$ cat src/rtl/uart_rx_tmo_pkg.sv
package uart_rx_tmo_pkg;
    localparam int unsigned DATA_BITS = 8;

    typedef enum logic [2:0] {
        ST_IDLE,
        ST_HUNT,
        ST_START,
        ST_DATA,
        ST_STOP
    } rx_state_e;
endpackage

$ cat src/rtl/rx_line_sync.sv
module rx_line_sync #(
    parameter logic REST_LEVEL = 1'b1
) (
    input  logic clk,
    input  logic rst_n,
    input  logic din,
    output logic level,
    output logic fall
);
    logic [2:0] pipe_q;
    logic [2:0] pipe_d;

    always_comb begin
        pipe_d = {pipe_q[1:0], din};
    end

    always_ff @(posedge clk) begin
        if (!rst_n) pipe_q <= {3{REST_LEVEL}};
        else        pipe_q <= pipe_d;
    end

    assign level = pipe_q[1];
    assign fall  = pipe_q[2] & ~pipe_q[1];
endmodule

$ cat src/rtl/rx_wait_timer.sv
module rx_wait_timer #(
    parameter int unsigned LIMIT = 1000,
    localparam int unsigned TW = (LIMIT < 2) ? 1 : $clog2(LIMIT)
) (
    input  logic clk,
    input  logic rst_n,
    input  logic clr,
    input  logic en,
    output logic expired
);
    logic [TW-1:0] cnt_q;
    logic [TW-1:0] cnt_d;

    always_comb begin
        cnt_d = cnt_q;
        if (clr)     cnt_d = '0;
        else if (en) cnt_d = cnt_q + 1'b1;
    end

    always_ff @(posedge clk) begin
        if (!rst_n) cnt_q <= '0;
        else        cnt_q <= cnt_d;
    end

    assign expired = en && (cnt_q == TW'(LIMIT - 1));
endmodule

$ cat src/rtl/uart_rx_tmo.sv
module uart_rx_tmo
    import uart_rx_tmo_pkg::*;
#(
    parameter int unsigned CLKS_PER_BIT = 5208,
    parameter int unsigned TIMEOUT_CLKS = 1000000
) (
    input  logic       clk,
    input  logic       rst_n,
    input  logic       serial_in,
    input  logic       arm,
    output logic [7:0] rx_byte,
    output logic       rx_valid,
    output logic       timeout_err,
    output logic       frame_err
);
    localparam int unsigned HALF_BIT = CLKS_PER_BIT / 2;
    localparam int unsigned CW       = $clog2(CLKS_PER_BIT);
    localparam int unsigned IW       = $clog2(DATA_BITS);

    typedef struct packed {
        rx_state_e            state;
        logic [CW-1:0]        cnt;
        logic [IW-1:0]        idx;
        logic [DATA_BITS-1:0] shreg;
        logic                 valid;
        logic                 ferr;
        logic                 tmo;
    } rx_regs_t;

    rx_regs_t q, d;
    logic line_lvl, line_fall, win_expired;

    rx_line_sync #(.REST_LEVEL(1'b1)) sync_i (
        .clk   (clk),
        .rst_n (rst_n),
        .din   (serial_in),
        .level (line_lvl),
        .fall  (line_fall)
    );

    rx_wait_timer #(.LIMIT(TIMEOUT_CLKS)) timer_i (
        .clk     (clk),
        .rst_n   (rst_n),
        .clr     (q.state != ST_HUNT),
        .en      (q.state == ST_HUNT),
        .expired (win_expired)
    );

    always_comb begin
        d       = q;
        d.valid = 1'b0;
        d.ferr  = 1'b0;
        d.tmo   = 1'b0;
        case (q.state)
            ST_IDLE: begin
                if (arm) d.state = ST_HUNT;
            end
            ST_HUNT: begin
                if (line_fall) begin
                    d.state = ST_START;
                    d.cnt   = CW'(HALF_BIT - 1);
                end else if (win_expired) begin
                    d.tmo   = 1'b1;
                    d.state = ST_IDLE;
                end else if (!arm) begin
                    d.state = ST_IDLE;
                end
            end
            ST_START: begin
                if (q.cnt == '0) begin
                    if (!line_lvl) begin
                        d.state = ST_DATA;
                        d.cnt   = CW'(CLKS_PER_BIT - 1);
                        d.idx   = '0;
                    end else begin
                        d.state = ST_IDLE;
                    end
                end else begin
                    d.cnt = q.cnt - 1'b1;
                end
            end
            ST_DATA: begin
                if (q.cnt == '0) begin
                    d.shreg = {line_lvl, q.shreg[DATA_BITS-1:1]};
                    d.cnt   = CW'(CLKS_PER_BIT - 1);
                    if (q.idx == IW'(DATA_BITS - 1)) d.state = ST_STOP;
                    else                             d.idx   = q.idx + 1'b1;
                end else begin
                    d.cnt = q.cnt - 1'b1;
                end
            end
            ST_STOP: begin
                if (q.cnt == '0) begin
                    d.valid = line_lvl;
                    d.ferr  = ~line_lvl;
                    d.state = ST_IDLE;
                end else begin
                    d.cnt = q.cnt - 1'b1;
                end
            end
            default: d.state = ST_IDLE;
        endcase
    end

    always_ff @(posedge clk) begin
        if (!rst_n) begin
            q.state <= ST_IDLE;
            q.cnt   <= '0;
            q.idx   <= '0;
            q.shreg <= '0;
            q.valid <= 1'b0;
            q.ferr  <= 1'b0;
            q.tmo   <= 1'b0;
        end else begin
            q <= d;
        end
    end

    assign rx_byte     = q.shreg;
    assign rx_valid    = q.valid;
    assign timeout_err = q.tmo;
    assign frame_err   = q.ferr;

    p_disarmed_stays_idle_r2: assert property (@(posedge clk) disable iff (!rst_n)
        (q.state == ST_IDLE && !arm) |=> (q.state == ST_IDLE && !rx_valid && !frame_err && !timeout_err));

    p_valid_after_stop_r3: assert property (@(posedge clk) disable iff (!rst_n)
        rx_valid |-> $past(q.state == ST_STOP));

    p_ferr_after_stop_r5: assert property (@(posedge clk) disable iff (!rst_n)
        frame_err |-> $past(q.state == ST_STOP));

    p_tmo_from_hunt_r7: assert property (@(posedge clk) disable iff (!rst_n)
        timeout_err |-> $past(q.state == ST_HUNT && !line_fall));

    p_valid_one_cycle_r9: assert property (@(posedge clk) disable iff (!rst_n)
        rx_valid |=> !rx_valid);

    p_tmo_one_cycle_r9: assert property (@(posedge clk) disable iff (!rst_n)
        timeout_err |=> !timeout_err);

    p_flags_exclusive_r9: assert property (@(posedge clk) disable iff (!rst_n)
        $onehot0({rx_valid, frame_err, timeout_err}));
endmodule

$ cat config.mk
export PLATFORM = sky130hd
export DESIGN_NAME = uart_rx_tmo
export DESIGN_NICKNAME = d
export VERILOG_FILES = /design/src/rtl/uart_rx_tmo_pkg.sv /design/src/rtl/rx_line_sync.sv /design/src/rtl/rx_wait_timer.sv /design/src/rtl/uart_rx_tmo.sv
export SDC_FILE = /design/constraint.sdc
export NUM_CORES = 1
export LEC_CHECK = 0
export BUFFER_PORTS_ARGS = -buffer_cell sky130_fd_sc_hd__clkbuf_2
export CORE_MARGIN = 5
export CORE_UTILIZATION = 30
export DETAILED_ROUTE_END_ITERATION = 8
export PLACE_DENSITY = 0.41
export SYNTH_ARGS = -nofsm -noshare
export SYNTH_HDL_FRONTEND = slang
export SYNTH_SLANG_ARGS = --single-unit
$ cat constraint.sdc
create_clock -name clk -period 5.15 [get_ports clk]
set_input_delay 1.545 -clock clk [delete_from_list [all_inputs] [get_ports clk]]
set_output_delay 1.545 -clock clk [all_outputs]
set_load 0.01 [all_outputs]
==> results.md <==
* Startpoint Class: input pin
* Status: finished, final reports clean
* Hold_buf cts at 0
* HP Class: reg -> reg
* Max Fanout on Critical Path at 23
* Initial antenna violation count at 0
* Leakage at 0.980 nW
* Gp weighted congestion at 0.759
* Largest net degree at the start of global routing at 24
* Die Width at 105 um
* Initial core utilization at 30.8%
* Crit path max-delay cell type: clkinv_1
* TritonCTS Buffers at 5
* Area Overhead vs Synth at 8.07%
* CTS clock-pin slew for the worst setup and hold paths at 0.10 ns
* CTS Buffer Depth at 2
* WP buf/inv at 2
* Reg2reg path depth at 6
* Root Buffer: clkbuf_8
* Worst R2R Setup Slack at 2.50 ns
* Clock sink count at 53
* RSZ-0062 raised after global routing: false
* Yosys warns at 0
* HPWL after detailed placement at 4.29 mm
* Largest stage delay, worst path at 0.56 ns
* Synth cell types at 57
* Fin nets at 320
* Remaining Overflow, GRT at 0
* VDD IR max at 0.127 mV
* CP Capture Type: flip-flop
* Vias after detailed routing at 2165
* Hold endpoint: sync_i.pipe_q[1]$_SDFF_PN1_
* PortBufs at 14
* Pre-CTS WS at 1.90 ns
* Antenna viol nets, final at 0
* Filler cells at 915
* Drt pass-1 iters at 4
* Final Util at 33.2%
* Drt wl/cell at 14.5 um
* Initial DRC count at 90
* Asr flop ratio synth at 0%
* Layout cells sized above 1 at 12.2%
* First-pass GRT wire length at 10.6 mm
* Multi-input gate area at 1470 um2
* Via-to-Cell Ratio at 5.15
* Most used DFF post-synth: dfxtp_1
* Syn Nets at 320
* Hold path startpoint: sync_i.pipe_q[0]$_SDFF_PN1_
* Clock insertion delay at the later pin of the skew report at 0.31 ns
* Worst-Margin Slew at 0.840 ns
* Final max-slew violation count at 0
* FF-to-FF End: q[19]$_SDFFE_PN0P_
* Cell Chain, Critical Path: clkbuf_2 > clkinv_1 > a2111o_1 > mux2i_1
* Post-CTS Setup Bufs at 0
* Total Power at 955 uW
* Fin. Hold Viols at 0
* Setup WS post-layout at 2.29 ns
* Register area at 1060 um2
* Die span in y at 105 um
* Row count at 34
* Tcrit/Tclk final at 55.6%
* Peak Freq at 0.349 GHz
* WP data arrival at 3.10 ns
* Core Box Area at 8720 um2
* Die area at 10900 um2
* Final setup TNS at 0 ns
* DRC at 0
* Cell depth of the worst hold path at 1
* CTS tree: yes
* Cell count after synthesis at 311
* GRT Overall Usage at 11.5%
* Mean Syn Cell Area at 8.63 um2
* Setup Skew at 0.00762 ns
* Drt total wl at 6.08 mm
* Max_cap viols at 0
* Finish-stage setup viols at 0
* Boundary Pins at 15
* Pwr dens at 330 nW/um2
* Vias in the first global route at 2105
* Flops & latches, synth at 53
* Top delay family on crit path: buffers and inverters
* Post_cts resized at 0
* Post-Syn Area at 2680 um2
* Rel. slew slack at 43.9%
* Sequential share of the synthesized area at 39.6%
* CP required at 5.39 ns
* # diodes at 0
* Reg-to-Reg Start: q[14]$_SDFFE_PN0P_
* H-tree levels at 2
* Number of synthesized flops with an enable pin at 0
* Setup CP Type: in -> reg
* Crit path time final at 2.86 ns
-- layout make-up --
cell class                      count  area share (%)
Multi-Input combinational cell    231            50.8
Sequential cell                    53            36.6
Tap cell                          108            4.66
Timing Repair Buffer               14            2.42
Clock buffer                        5            2.37
Clock inverter                      3            2.37
Inverter                            6           0.777
-- synth_stat cells (all sizes together), types with 5 or more instances --
library cell | count | area [um2]
ha | 5 | 62.6
nand2 | 33 | 126
nand3 | 9 | 45.0
nand2b | 7 | 43.8
or3 | 5 | 36.3
nor2 | 32 | 128
a21oi | 20 | 100
inv | 5 | 18.8
clkbuf | 9 | 33.8
dfxtp | 53 | 1060
nor3 | 16 | 85.1
or4 | 5 | 37.5
nor4 | 7 | 65.1
xnor2 | 13 | 114
buf | 12 | 92.6
and2 | 8 | 50.1
nor2b | 5 | 31.3
o21ai | 10 | 50.1
-- flip-flops by register name, indices dropped and copies added, names as in the netlist --
| signal | flops |
|---|---|
| frame_err | 1 |
| q | 19 |
| rx_byte | 8 |
| rx_valid | 1 |
| sync_i.pipe_q | 3 |
| timeout_err | 1 |
| timer_i.cnt_q | 20 |
-- through the flow --
step | instances | cell area (um2) | hold WS, ns
after floorplan | 311 | 2680 | 0.386
after global placement | 412 | 2760 | 0.435
after detailed placement | 412 | 2760 | 0.439
after CTS | 420 | 2900 | 0.465
after global routing | 420 | 2900 | 0.491
final | 420 | 2900 | 0.458
-- worst max path at each step --
stage	cells after the start	startpoint	slack [ns]	end
after floorplan	4	rst_n	2.78	q[22]$_SDFFE_PN0P_
after global placement	4	rst_n	1.94	q[27]$_SDFFE_PN0P_
after detailed placement	4	rst_n	1.90	q[27]$_SDFFE_PN0P_
after CTS	4	rst_n	2.24	q[27]$_SDFFE_PN0P_
after global routing	4	rst_n	2.06	q[27]$_SDFFE_PN0P_
final	4	rst_n	2.29	q[27]$_SDFFE_PN0P_
-- logic make-up after synthesis --
| family | share of synthesized area [%] |
|---|---|
| AOI/OAI and AO/OA | 16.0 |
| and+or+nand+nor | 30.2 |
| xor gates and xnor gates | 5.22 |
| DFF | 39.6 |
| adders and majority gates | 2.33 |
| buffers and inverters | 5.55 |
| muxes | 1.12 |
-- metal layers --
metal,global-route usage (%),vias up,wire length [um]
li1,-,1115,-
met5,0,-,0
met4,3.05,0,56
met3,2.59,4,207
met1,16.7,1010,3170
met2,17.1,36,2640
-- power breakdown --
| group | total (mW) | switching, mW | internal [mW] |
|---|---|---|---|
| Clock | 0.342 | 0.147 | 0.196 |
| Combinational | 0.168 | 0.103 | 0.0655 |
| Sequential | 0.445 | 0.0230 | 0.422 |
-- cells in the final DEF, fill, tap and decap left out, drive strengths merged, types with 3 or more instances in the layout --
cell | Yosys | layout
dfxtp | 53 | 53
nand2 | 33 | 33
nor2 | 32 | 32
a21oi | 20 | 20
clkbuf | 9 | 19
nor3 | 16 | 16
xnor2 | 13 | 13
o21ai | 10 | 10
nand3 | 9 | 9
and2 | 8 | 8
nand2b | 7 | 7
nor4 | 7 | 7
inv | 5 | 6
or4 | 5 | 5
nor2b | 5 | 5
ha | 5 | 5
or3 | 5 | 5
nor3b | 4 | 4
nand4 | 4 | 4
a31oi | 4 | 4
o32ai | 4 | 4
o221a | 4 | 4
and3 | 3 | 3
mux2i | 3 | 3
xor2 | 3 | 3
a32o | 3 | 3
No activity file was read; power rests on OpenSTA's default activity.
